===== src/rtl/i2c_stat_pkg.sv =====
package i2c_stat_pkg;

    localparam int STAT_W  = 8;

    localparam int B_PEND  = 0;
    localparam int B_ERR   = 1;
    localparam int B_STOP  = 2;
    localparam int B_IRQ   = 3;
    localparam int B_BDAT  = 4;
    localparam int B_BFULL = 5;
    localparam int B_SLP   = 6;

    typedef enum logic [0:0] {
        SEL_STATUS = 1'b0,
        SEL_SLEEP  = 1'b1
    } reg_sel_e;

endpackage


===== src/rtl/i2c_stat_flags.sv =====
module i2c_stat_flags (
    input  logic clk,
    input  logic rst_n,
    input  logic irq_event,
    input  logic irq_en,
    input  logic stop_err_done,
    input  logic xfer_pending,
    input  logic xfer_err,
    input  logic clr_irq,
    input  logic clr_stop,
    output logic irq_act,
    output logic stop_cmp,
    output logic pend,
    output logic err
);

    typedef struct packed {
        logic irq;
        logic stop;
        logic pend;
        logic err;
    } flags_t;

    flags_t fl_d, fl_q;

    always_comb begin
        fl_d      = fl_q;
        fl_d.pend = xfer_pending;
        fl_d.err  = xfer_err;
        if (clr_irq) begin
            fl_d.irq = 1'b0;
        end
        if (irq_event && irq_en) begin
            fl_d.irq = 1'b1;
        end
        if (clr_stop) begin
            fl_d.stop = 1'b0;
        end
        if (stop_err_done) begin
            fl_d.stop = 1'b1;
        end
    end

    always_ff @(posedge clk) begin
        if (!rst_n) begin
            fl_q <= '0;
        end else begin
            fl_q <= fl_d;
        end
    end

    assign irq_act  = fl_q.irq;
    assign stop_cmp = fl_q.stop;
    assign pend     = fl_q.pend;
    assign err      = fl_q.err;

endmodule


===== src/rtl/i2c_stat_bufdly.sv =====
module i2c_stat_bufdly #(
    parameter int DEPTH    = 4,
    parameter int HW_DLY   = 3,
    parameter int BYTE_DLY = 2,
    localparam int LVL_W   = $clog2(DEPTH + 1),
    localparam int MAX_DLY = (HW_DLY > BYTE_DLY) ? HW_DLY : BYTE_DLY,
    localparam int CNT_W   = $clog2(MAX_DLY + 1)
) (
    input  logic             clk,
    input  logic             rst_n,
    input  logic             access,
    input  logic             halfword,
    input  logic [LVL_W-1:0] level,
    output logic             has_data,
    output logic             full
);

    typedef struct packed {
        logic [CNT_W-1:0] cnt;
        logic             has;
        logic             full;
    } bdly_t;

    bdly_t bd_d, bd_q;
    logic [CNT_W-1:0] load_val;

    always_comb begin
        load_val = halfword ? CNT_W'(HW_DLY) : CNT_W'(BYTE_DLY);
    end

    always_comb begin
        bd_d = bd_q;
        if (access) begin
            bd_d.cnt = load_val;
        end else if (bd_q.cnt != '0) begin
            bd_d.cnt = bd_q.cnt - 1'b1;
            if (bd_q.cnt == CNT_W'(1)) begin
                bd_d.has  = (level != '0);
                bd_d.full = (level == LVL_W'(DEPTH));
            end
        end
    end

    always_ff @(posedge clk) begin
        if (!rst_n) begin
            bd_q <= '0;
        end else begin
            bd_q <= bd_d;
        end
    end

    assign has_data = bd_q.has;
    assign full     = bd_q.full;

endmodule


===== src/rtl/i2c_stat_sleep.sv =====
module i2c_stat_sleep (
    input  logic clk,
    input  logic rst_n,
    input  logic sleep_wr,
    input  logic sleep_val,
    input  logic start_det,
    output logic sleep_en,
    output logic asleep
);

    typedef struct packed {
        logic en;
        logic slp;
    } slp_t;

    slp_t sl_d, sl_q;
    logic wake;

    always_comb begin
        wake = start_det && (sl_q.en || (sleep_wr && sleep_val));
    end

    always_comb begin
        sl_d = sl_q;
        if (sleep_wr) begin
            sl_d.en  = sleep_val;
            sl_d.slp = sleep_val;
        end
        if (wake) begin
            sl_d.en  = 1'b0;
            sl_d.slp = 1'b0;
        end
    end

    always_ff @(posedge clk) begin
        if (!rst_n) begin
            sl_q <= '0;
        end else begin
            sl_q <= sl_d;
        end
    end

    assign sleep_en = sl_q.en;
    assign asleep   = sl_q.slp;

endmodule


===== src/rtl/i2c_stat_wake.sv =====
module i2c_stat_wake
    import i2c_stat_pkg::*;
#(
    parameter int DEPTH    = 4,
    parameter int HW_DLY   = 3,
    parameter int BYTE_DLY = 2,
    localparam int LVL_W   = $clog2(DEPTH + 1)
) (
    input  logic              clk,
    input  logic              rst_n,
    input  logic              reg_wr,
    input  logic              reg_addr,
    input  logic [STAT_W-1:0] reg_wdata,
    output logic [STAT_W-1:0] reg_rdata,
    input  logic              irq_event,
    input  logic              irq_en,
    input  logic              xfer_pending,
    input  logic              xfer_err,
    input  logic              stop_err_done,
    input  logic              buf_access,
    input  logic              buf_halfword,
    input  logic [LVL_W-1:0]  buf_level,
    input  logic              start_det,
    output logic              sleep_o
);

    logic wr_stat, wr_sleep;
    logic irq_act, stop_cmp, pend, err;
    logic has_data, full, asleep, sleep_en;
    logic [STAT_W-1:0] stat_vec;

    always_comb begin
        wr_stat  = reg_wr && (reg_sel_e'(reg_addr) == SEL_STATUS);
        wr_sleep = reg_wr && (reg_sel_e'(reg_addr) == SEL_SLEEP);
    end

    i2c_stat_flags u_flags (
        .clk           (clk),
        .rst_n         (rst_n),
        .irq_event     (irq_event),
        .irq_en        (irq_en),
        .stop_err_done (stop_err_done),
        .xfer_pending  (xfer_pending),
        .xfer_err      (xfer_err),
        .clr_irq       (wr_stat && reg_wdata[B_IRQ]),
        .clr_stop      (wr_stat && reg_wdata[B_STOP]),
        .irq_act       (irq_act),
        .stop_cmp      (stop_cmp),
        .pend          (pend),
        .err           (err)
    );

    i2c_stat_bufdly #(
        .DEPTH    (DEPTH),
        .HW_DLY   (HW_DLY),
        .BYTE_DLY (BYTE_DLY)
    ) u_bufdly (
        .clk      (clk),
        .rst_n    (rst_n),
        .access   (buf_access),
        .halfword (buf_halfword),
        .level    (buf_level),
        .has_data (has_data),
        .full     (full)
    );

    i2c_stat_sleep u_sleep (
        .clk       (clk),
        .rst_n     (rst_n),
        .sleep_wr  (wr_sleep),
        .sleep_val (reg_wdata[0]),
        .start_det (start_det),
        .sleep_en  (sleep_en),
        .asleep    (asleep)
    );

    always_comb begin
        stat_vec          = '0;
        stat_vec[B_PEND]  = pend;
        stat_vec[B_ERR]   = err;
        stat_vec[B_STOP]  = stop_cmp;
        stat_vec[B_IRQ]   = irq_act;
        stat_vec[B_BDAT]  = has_data;
        stat_vec[B_BFULL] = full;
        stat_vec[B_SLP]   = asleep;
    end

    always_comb begin
        if (reg_sel_e'(reg_addr) == SEL_STATUS) begin
            reg_rdata = stat_vec;
        end else begin
            reg_rdata = {{(STAT_W-1){1'b0}}, sleep_en};
        end
    end

    assign sleep_o = sleep_en;

endmodule


===== config.mk =====
export PLATFORM = sky130hd
export DESIGN_NAME = i2c_stat_wake
export DESIGN_NICKNAME = d
export VERILOG_FILES = /design/src/rtl/i2c_stat_pkg.sv /design/src/rtl/i2c_stat_flags.sv /design/src/rtl/i2c_stat_bufdly.sv /design/src/rtl/i2c_stat_sleep.sv /design/src/rtl/i2c_stat_wake.sv
export SDC_FILE = /design/constraint.sdc
export NUM_CORES = 1
export LEC_CHECK = 0
export BUFFER_PORTS_ARGS = -buffer_cell sky130_fd_sc_hd__buf_2
export CAP_MARGIN = 0
export CORE_MARGIN = 3
export CORE_UTILIZATION = 34
export CTS_CLUSTER_DIAMETER = 60
export DETAILED_ROUTE_END_ITERATION = 10
export PLACE_DENSITY = 0.74
export SLEW_MARGIN = 20
export SYNTH_ARGS = -nofsm -noshare
export SYNTH_HDL_FRONTEND = slang
export SYNTH_HIERARCHICAL = 1
export SYNTH_SLANG_ARGS = --single-unit
export TNS_END_PERCENT = 50

===== constraint.sdc =====
create_clock -name clk -period 0.9 [get_ports clk]
set_input_delay 0.09 -clock clk [delete_from_list [all_inputs] [get_ports clk]]
set_output_delay 0.09 -clock clk [all_outputs]
set_load 0.01 [all_outputs]

==> results of run 1 <==
==> cell usage after synthesis (2+ instances only) <==
master and number:
nor2b_1 2, nand2_1 2, and2_1 2, and2b_2 6
dfxtp_1 9, and3b_2 2, a21oi_1 2, buf_4 2
==> registers in the layout, indices dropped and copies added (netlist names) <==
name and cells:
u_bufdly/bd_q 2, u_bufdly/full 1, u_bufdly/has_data 1, u_flags/err 1
u_flags/irq_act 1, u_flags/pend 1, u_flags/stop_cmp 1, u_sleep/asleep 1
==> layout make-up <==
cell class / count / area [um2]
clock inverters: 1 / 5.00
repair buffers: 29 / 205
multi-input cells: 32 / 263
clock buffers: 3 / 22.5
fillers: 100 / 470
flip-flops and latches: 9 / 188
well taps: 14 / 17.5
==> repair_timing <==
| action | in CTS | in global routing |
|---|---|---|
| gates resized for setup | 11 | 4 |
| pin swaps | 2 | 1 |
| setup endpoints to repair | 8 | 11 |
| hold endpoints to repair | 1 | 0 |
| cloned | 0 | 0 |
| hold buffers | 1 | 0 |
| buffers inserted | 1 | 1 |
==> per-layer routing <==
layer | vias up | track usage (%) | routed length, um
met5 | - | 0 | 0
met2 | 19 | 18.5 | 467
met3 | 0 | 7.73 | 90
met4 | 0 | 0 | 0
li1 | 204 | - | -
met1 | 174 | 11.8 | 390
==> final timing paths <==
path	cells past startpoint	from	slack, ns	end
worst min register to register	2	u_flags/irq_act	0.48	u_flags/irq_act
worst max register to register	3	u_bufdly/bd_q[2]	-0.01	u_bufdly/has_data
worst max-delay path	2	u_sleep/asleep	-0.15	reg_rdata[0]
worst min-delay path	2	xfer_pending	0.03	u_flags/pend
==> where the power goes <==
part           internal, uW  switching, uW  leakage, uW  total [uW]
clock                   164            147    0.0000177         311
combinational          94.9           57.7     0.000260         153
sequential              420           10.1    0.0000766         430
==> cells by family after synthesis <==
logic type / share of synthesized area, %
AND/OR/NAND/NOR: 41.7
buffers and inverters: 3.31
AO/OA/AOI/OAI: 8.84
other: 0.828
flip-flops: 39.8
multiplexers: 5.52
==> per-stage QoR <==
| stage | setup WS (ns) | area [um2] | power [uW] | TNS (ns) | util [%] |
|---|---|---|---|---|---|
| 4_1_cts | -0.159 | 677 | 904 | -0.647 | 57.8 |
| 3_5_place_dp | -0.0264 | 588 | 569 | -0.0264 | 50.2 |
| 3_3_place_gp | -0.0104 | 588 | 564 | -0.0104 | 50.2 |
| 2_1_floorplan | 0.0411 | 453 | 504 | 0 | - |
| 5_1_grt | -0.195 | 701 | 955 | -0.986 | 59.8 |
| 6_report | -0.146 | 701 | 894 | -0.565 | 59.8 |
==> critical path, delay by kind of cell, from the launching register on <==
kind / cells / cell delay, ns
flip-flops: 1 / 0.32
buffers and inverters: 1 / 0.12
multiplexers: 1 / 0.25
==> impl_metrics.env, run 1 <==
export IMPL_slew_viol_final=0
export IMPL_cts_sinks=9
export IMPL_synth_area_leaders="dfxtp_1 (40%), and2b_2 (12%), and3b_2 (4.4%), nor3b_4 (4.1%), buf_4 (3.3%)"
export IMPL_mostFrequentLayoutCell="buf_2"
export IMPL_vias=397
export IMPL_grt_pass1_vias=368
export IMPL_antenna_found_initial=0
export IMPL_ir_drop_mv=0.982
export IMPL_gr_total_overflow=0
export IMPL_yosys_warnings=6
export IMPL_async_flop_share_pct=0
export IMPL_drtAntennaViolNets=0
export IMPL_avgRoutedWirePerCell_um=10.8
export IMPL_drive_gt1_share_pct=70.3
export IMPL_status="complete, but fails checks"
export IMPL_portBuffers=25
export IMPL_syn_nets=66
export IMPL_rsz0062_at_grt="yes"
export IMPL_syn_area_um2=453
export IMPL_globalplace_congestion=0.555
export IMPL_diodes=0
export IMPL_crit_type="reg -> out"
export IMPL_dr_pass1_iters=4
export IMPL_critPathArrivalTime_ns=0.96
export IMPL_path_clk_slew_ns=0.06
export IMPL_die_h_um=42.5
export IMPL_numCtsBuffers=3
export IMPL_cpPeakStageDelay_ns=0.32
export IMPL_timing_final_crit_share_pct=116
export IMPL_final_net_count=98
export IMPL_final_cell_mix="buf_2 (18), buf_6 (8), and2b_2 (6), dfxtp_2 (6)"
export IMPL_start_kind="register"
export IMPL_syn_avg_cell_area_um2=10.5
export IMPL_synthCells=43
export IMPL_netlist_cell_type_count=24
export IMPL_grt_start_max_net_pins=11
export IMPL_ios=32
export IMPL_min_path_type="in -> reg"
export IMPL_synth_top_cell_area_share_pct=39.8
export IMPL_cts_tree="built"
export IMPL_violations="negative setup slack"
export IMPL_maxCapViolCount=0
export IMPL_grt_first_pass_wirelength_um=1490
export IMPL_drt_iter0_markers=1
export IMPL_path_max_fanout=3
export IMPL_p_per_area_nw_per_um2=1280
export IMPL_hold_ws_ns=0.0307
export IMPL_rows=12
export IMPL_drc=0
export IMPL_setup_ws_ns=-0.146
export IMPL_required_ns=0.81
export IMPL_ys_ff_latch=9
export IMPL_path_cells="mux2_4 -> buf_6"
export IMPL_critPathCaptureType="output pin"
export IMPL_cts_buffer_depth=2
export IMPL_ys_seq_area_share_pct=39.8
export IMPL_finalHoldViolCount=0
export IMPL_ys_flop_type="dfxtp_1"
export IMPL_post_synth_top_area_cell="dfxtp_1"
export IMPL_leakagePower_uw=0.000355
export IMPL_grt_total_usage_pct=10.9
export IMPL_min_period_ns=1.05
export IMPL_start_util_pct=38.7
export IMPL_finalClockSkew_ns=0.000378
export IMPL_place_inst=81
export IMPL_fp_coreArea_um2=1170
export IMPL_clk_latency_ns=0.26
export IMPL_syn_to_final_growth_pct=54.7
export IMPL_synth_edf_count=0
export IMPL_setup_violations=9
export IMPL_stdcell_count=88
export IMPL_fmax_mhz=956
export IMPL_htree_levels=1
export IMPL_cts_root_buf="clkbuf_4"
export IMPL_slowest_stage="dfxtp_2"
export IMPL_viasPerCell=4.51
export IMPL_routed_wl_um=948
export IMPL_die_width_um=42.5
export IMPL_dieArea_um2=1810
No activity file was read; power rests on OpenSTA's default activity.
==> run 2: changes to the inputs <==
Settings changed: ABC_AREA set to 1, CORE_UTILIZATION 34 to 36, PLACE_DENSITY 0.74 to 0.75.
==> run 2 against run 1 <==
Critical path type unchanged; critical endpoint is now reg_rdata[6]; utilization fell by 5.7 points; power fell by 1.0%; non-clock buffer count fell by 4; the flow still finishes with violations (negative setup slack).
==> impl_metrics.env, run 2 <==
export IMPL_min_from="xfer_err"
export IMPL_crit_type="reg -> out"
export IMPL_ir_drop_mv=0.682
export IMPL_nFillCells=143
export IMPL_place_ws_ns=0.129
export IMPL_ys_seq_area_share_pct=35.9
export IMPL_p_comb_share_pct=16.5
export IMPL_path_clk_slew_ns=0.06
export IMPL_syn_area_um2=502
export IMPL_antenna_found_initial=0
export IMPL_finalClockSkew_ns=0.000191
export IMPL_dp_hpwl_um=701
export IMPL_min_path_type="in -> reg"
export IMPL_place_inst=119
export IMPL_status="complete, but fails checks"
export IMPL_pwr_share_seq_pct=49.3
export IMPL_synthCells=83
export IMPL_final_cell_mix="buf_2 (25), inv_1 (21), nand2_1 (18)"
export IMPL_r2r_start="u_bufdly/bd_q[3]"
export IMPL_stdcell_count=123
export IMPL_p_sw_uw=224
export IMPL_leakagePower_uw=0.000397
export IMPL_ys_flop_type="dfxtp_1"
export IMPL_ios=32
export IMPL_synthTopCellsByCount="inv_1 (24), nand2_1 (18), nor2_1 (16)"
export IMPL_hold_depth=3
export IMPL_htree_levels=1
export IMPL_grt_first_pass_wirelength_um=1480
export IMPL_drive_gt1_share_pct=38.5
export IMPL_dieArea_um2=1880
export IMPL_grt_start_max_net_pins=10
export IMPL_min_period_ns=0.917
export IMPL_avgRoutedWirePerCell_um=6.96
export IMPL_drt_iter0_markers=7
export IMPL_start_util_pct=41.8
export IMPL_violations="negative setup slack"
export IMPL_gr_total_overflow=0
export IMPL_clk_latency_ns=0.25
export IMPL_hold_end="u_flags/err"
export IMPL_grt_total_usage_pct=10.2
export IMPL_start_kind="register"
export IMPL_netlist_cell_type_count=17
export IMPL_fmax_mhz=1090
export IMPL_regMostFlops="u_bufdly/bd_q"
export IMPL_p_int_uw=662
export IMPL_syn_avg_cell_area_um2=6.04
export IMPL_hold_ws_ns=0.0188
export IMPL_diodes=0
export IMPL_p_sw_share_pct=25.3
export IMPL_setup_ws_ns=-0.0169
export IMPL_ctsHoldBuffers=0
export IMPL_syn_to_final_growth_pct=29.7
export IMPL_die_h_um=43.3
export IMPL_critPathArrivalTime_ns=0.83
export IMPL_timing_final_crit_share_pct=102
export IMPL_largest_register_ffs=2
export IMPL_post_synth_top_area_cell="dfxtp_1"
export IMPL_finalHoldViolCount=0
export IMPL_slew_viol_final=0
export IMPL_dr_pass1_iters=4
export IMPL_maxCapViolCount=0
export IMPL_reg2reg_slack_ns=0.11
export IMPL_rows=12
export IMPL_syn_nets=106
export IMPL_cts_sinks=9
export IMPL_cts_tree="built"
export IMPL_numCtsBuffers=3
export IMPL_cts_root_buf="clkbuf_4"
export IMPL_setup_violations=3
export IMPL_globalplace_congestion=0.723
export IMPL_routed_wl_um=856
export IMPL_synth_top_cell_area_share_pct=35.9
export IMPL_drtAntennaViolNets=0
export IMPL_total_power_uw=885
export IMPL_synth_edf_count=0
export IMPL_viasPerCell=3.98
export IMPL_mostFrequentLayoutCell="buf_2"
export IMPL_yosys_warnings=6
export IMPL_fp_coreArea_um2=1200
export IMPL_final_net_count=133
export IMPL_vias=489
export IMPL_grt_pass1_vias=401
export IMPL_yosysMostFrequentCell="inv_1"
export IMPL_async_flop_share_pct=0
export IMPL_p_per_area_nw_per_um2=1360
export IMPL_portBuffers=25
export IMPL_clockPowerShare_pct=34.2
export IMPL_ys_ff_latch=9
export IMPL_drc=0
export IMPL_path_max_fanout=4
export IMPL_reg2reg_depth=6
export IMPL_die_width_um=43.3
export IMPL_required_ns=0.81
export IMPL_cts_buffer_depth=2
export IMPL_critPathCaptureType="output pin"
export IMPL_rsz0062_at_grt="yes"
export IMPL_synth_area_leaders="dfxtp_1 (36%), inv_1 (18%), nand2_1 (13%), nor2_1 (12%), buf_4 (3.0%)"
export IMPL_r2r_end="u_bufdly/full"
==> run 2: cell types whose count changed in the layout (fill, tap and decap cells not counted), sizes merged, moves of 2 or more <==
cell   before  now
inv         0   26
nand2       2   19
nor2        1   18
and2b       6    0
and2        3    0
buf        28   25
nor2b       3    0
nor3b       3    0
and3b       2    0
nand3       0    2
==> run 2: worst max-delay path by stage <==
stage	start	end	slack (ns)	cells after the start
final	u_sleep/asleep	reg_rdata[6]	-0.02	3
after global routing	u_sleep/asleep	reg_rdata[6]	-0.09	3
after CTS	u_sleep/asleep	reg_rdata[6]	-0.03	3
after detailed placement	u_bufdly/bd_q[3]	u_bufdly/full	0.13	6
after global placement	u_bufdly/bd_q[3]	u_bufdly/full	0.14	6
after floorplan	u_bufdly/bd_q[3]	u_bufdly/full	0.18	6
==> run 2: timing repair <==
item,CTS,global route
cloned,0,0
pin swaps,1,1
buffers inserted,0,0
endpoints found under the setup margin,6,7
resized for setup,5,3
==> run 2: cell families after synthesis <==
kind of cell / after synthesis / share of synthesized area, %
simple gates: 40 / 33.7
compound gates: 4 / 4.49
other cells: 1 / 0.747
flops: 9 / 35.9
buf+inv: 29 / 25.2
==> run 2: per-stage QoR <==
stage               utilization, %  area (um2)  setup TNS, ns
finish                        54.2         651        -0.0262
global route                  54.2         651         -0.457
CTS                           54.2         651        -0.0764
detailed placement            51.5         618              0
global placement              51.5         618              0
floorplan                        -         502              0
==> run 2: worst max-delay path, stage by stage (launching register included) <==
cell and delay (ns):
dfxtp_2 0.34, inv_1 0.04, nor2_1 0.07, buf_2 0.13
==> run 2: layout make-up <==
cell class                 instances  area [um2]  share of cell area (%)
timing repair buffer              25         125                    19.2
tap                               14        17.5                    2.69
inverter                          26         100                    15.4
multi-input combinational         45         195                    30.0
sequential                         9         186                    28.7
clock buffer                       4        26.3                    4.04
==> run 2: power by group through the flow <==
stage / sequential, uW / clock, uW / combinational (uW)
3_5_place_dp: 442 / 0 / 147
3_3_place_gp: 441 / 0 / 143
2_1_floorplan: 440 / 0 / 93.8
6_report: 437 / 303 / 146
4_1_cts: 435 / 318 / 148
5_1_grt: 440 / 346 / 172
==> run 2: layer usage <==
layer	wire length [um]	part of all wire, %	vias to the layer above	GRT usage (%)
met5	0	0	-	0
met4	5	0.58	0	5.42
met3	86	10	2	2.49
met2	380	44	17	16.2
met1	384	45	193	12.5
li1	-	-	277	-
==> run 3: changes to the inputs <==
Settings changed: CELL_PAD_IN_SITES_DETAIL_PLACEMENT set to 0, CELL_PAD_IN_SITES_GLOBAL_PLACEMENT set to 1, CORE_UTILIZATION 36 to 22, PLACE_DENSITY 0.75 to 0.73.
==> run 3 against run 2 <==
The run still ends with negative setup slack left; utilization fell by 21 points; non-clock buffer count rose by 1; first-iteration DRC count fell by 71%; sequential power barely moved; final area rose by 4.0%; fmax fell by 2.0%; via count rose by 5.1%; routed wire length rose by 23%; clock power rose by 5%; hold slack got worse by 0.0055 ns; register-to-register slack barely moved.
==> impl_metrics.env, run 3 (same netlist as run 2, synthesis figures left out) <==
export IMPL_r2r_start="u_bufdly/bd_q[3]"
export IMPL_grt_start_max_net_pins=10
export IMPL_final_util_pct=32.8
export IMPL_critPathCaptureType="output pin"
export IMPL_start_kind="register"
export IMPL_p_per_area_nw_per_um2=1340
export IMPL_syn_to_final_growth_pct=34.9
export IMPL_fmax_mhz=1070
export IMPL_drive_gt1_share_pct=40.9
export IMPL_routed_wl_um=1050
export IMPL_fp_coreArea_um2=2060
export IMPL_numCtsBuffers=3
export IMPL_gr_total_overflow=0
export IMPL_die_width_um=53.8
export IMPL_slew_viol_final=0
export IMPL_stdcell_count=137
export IMPL_r2r_end="u_bufdly/has_data"
export IMPL_cts_sinks=9
export IMPL_cts_tree="built"
export IMPL_portBuffers=25
export IMPL_globalplace_congestion=0.646
export IMPL_cts_buffer_depth=2
export IMPL_worstSetupStartpoint="u_sleep/asleep"
export IMPL_violations="negative setup slack"
export IMPL_reg2reg_depth=4
export IMPL_endpoint="reg_rdata[6]"
export IMPL_dieArea_um2=2890
export IMPL_viasPerCell=3.75
export IMPL_path_clk_slew_ns=0.06
export IMPL_finalHoldViolCount=0
export IMPL_start_util_pct=24.3
export IMPL_mostFrequentLayoutCell="buf_2"
export IMPL_htree_levels=1
export IMPL_largest_register_ffs=2
export IMPL_crit_type="reg -> out"
export IMPL_cpPeakStageDelay_ns=0.35
export IMPL_clk_latency_ns=0.26
export IMPL_grt_pass1_vias=441
export IMPL_ios=32
export IMPL_cts_root_buf="clkbuf_4"
export IMPL_min_period_ns=0.936
export IMPL_path_max_fanout=4
export IMPL_rows=16
export IMPL_grt_first_pass_wirelength_um=1610
export IMPL_drc=0
export IMPL_leakagePower_uw=0.000402
export IMPL_diodes=0
export IMPL_critPathArrivalTime_ns=0.85
export IMPL_rsz0062_at_grt="yes"
export IMPL_ir_drop_mv=0.552
export IMPL_path_cells="inv_2 -> nor2_1 -> buf_2"
export IMPL_finalClockSkew_ns=0.0000969
export IMPL_grt_total_usage_pct=7.93
export IMPL_place_inst=132
export IMPL_dp_hpwl_um=828
export IMPL_slowest_stage="dfxtp_2"
export IMPL_dr_pass1_iters=4
export IMPL_drt_iter0_markers=2
export IMPL_setup_violations=6
export IMPL_antenna_found_initial=0
export IMPL_setup_ws_ns=-0.0356
export IMPL_maxCapViolCount=0
export IMPL_timing_final_crit_share_pct=104
export IMPL_fin_tns_setup_ns=-0.0973
export IMPL_final_cell_mix="buf_2 (25), inv_1 (20), nand2_1 (18)"
export IMPL_die_h_um=53.8
export IMPL_avgRoutedWirePerCell_um=7.66
export IMPL_status="complete, but fails checks"
export IMPL_regMostFlops="u_bufdly/bd_q"
export IMPL_vias=514
export IMPL_required_ns=0.81
export IMPL_min_path_type="in -> reg"
export IMPL_final_net_count=134
export IMPL_drtAntennaViolNets=0
export IMPL_hold_depth=3
export IMPL_reg2reg_slack_ns=0.11
run 3: changes by cell type in the layout (fill, tap and decap cells not counted):
cell / change
inv_2: +1
inv_1: -1
nor2_1: -1
buf_4: +1
nor2_2: +1
run 3: worst min-delay path by stage:
stage | from | endpoint | slack [ns]
floorplan | rst_n | u_flags/err | 0.18
global route | xfer_pending | u_flags/pend | 0.02
detailed placement | xfer_err | u_flags/err | 0.28
global placement | xfer_err | u_flags/err | 0.28
CTS | xfer_err | u_flags/err | 0.003
finish | xfer_err | u_flags/err | 0.01
run 3: layer usage:
| layer | track usage [%] | routed length (um) | up-vias |
|---|---|---|---|
| li1 | - | - | 282 |
| met1 | 8.99 | 474 | 207 |
| met2 | 12.5 | 445 | 25 |
| met5 | 0 | 0 | - |
| met4 | 6.38 | 0 | 0 |
| met3 | 1.94 | 129 | 0 |
run 3: area by class of cell:
type | count | area, um2
clock buffer | 4 | 26.3
tap | 27 | 33.8
multi-input combinational | 45 | 198
inverter | 26 | 100
fill | 231 | 1390
timing repair buffer | 26 | 133
sequential | 9 | 186
run 3: critical path: cells and delay by family (launching register included):
family	cells	cell delay, ns
buffers and inverters	2	0.16
DFF	1	0.35
and+or+nand+nor	1	0.07
run 3: through the flow:
| stage | power (uW) | hold WS [ns] | worst slack (ns) | cell area, um2 |
|---|---|---|---|---|
| floorplan | 533 | 0.183 | 0.178 | 502 |
| global placement | 588 | 0.285 | 0.123 | 634 |
| detailed placement | 591 | 0.281 | 0.119 | 634 |
| CTS | 924 | 0.00260 | -0.0634 | 667 |
| global route | 972 | 0.0240 | -0.0832 | 677 |
| finish | 910 | 0.0132 | -0.0356 | 677 |
run 3: repair_timing:
| action | CTS | global route |
|---|---|---|
| pin swaps | 1 | 1 |
| gates resized for setup | 5 | 5 |
| hold buffers | 0 | 0 |
| setup buffers | 0 | 1 |
| endpoints found under the setup margin | 6 | 7 |
| endpoints found under the hold margin | 0 | 0 |
run 3: power breakdown:
group	switching, uW	internal (uW)
clock network	147	171
logic	82.3	71.5
registers	13.9	424
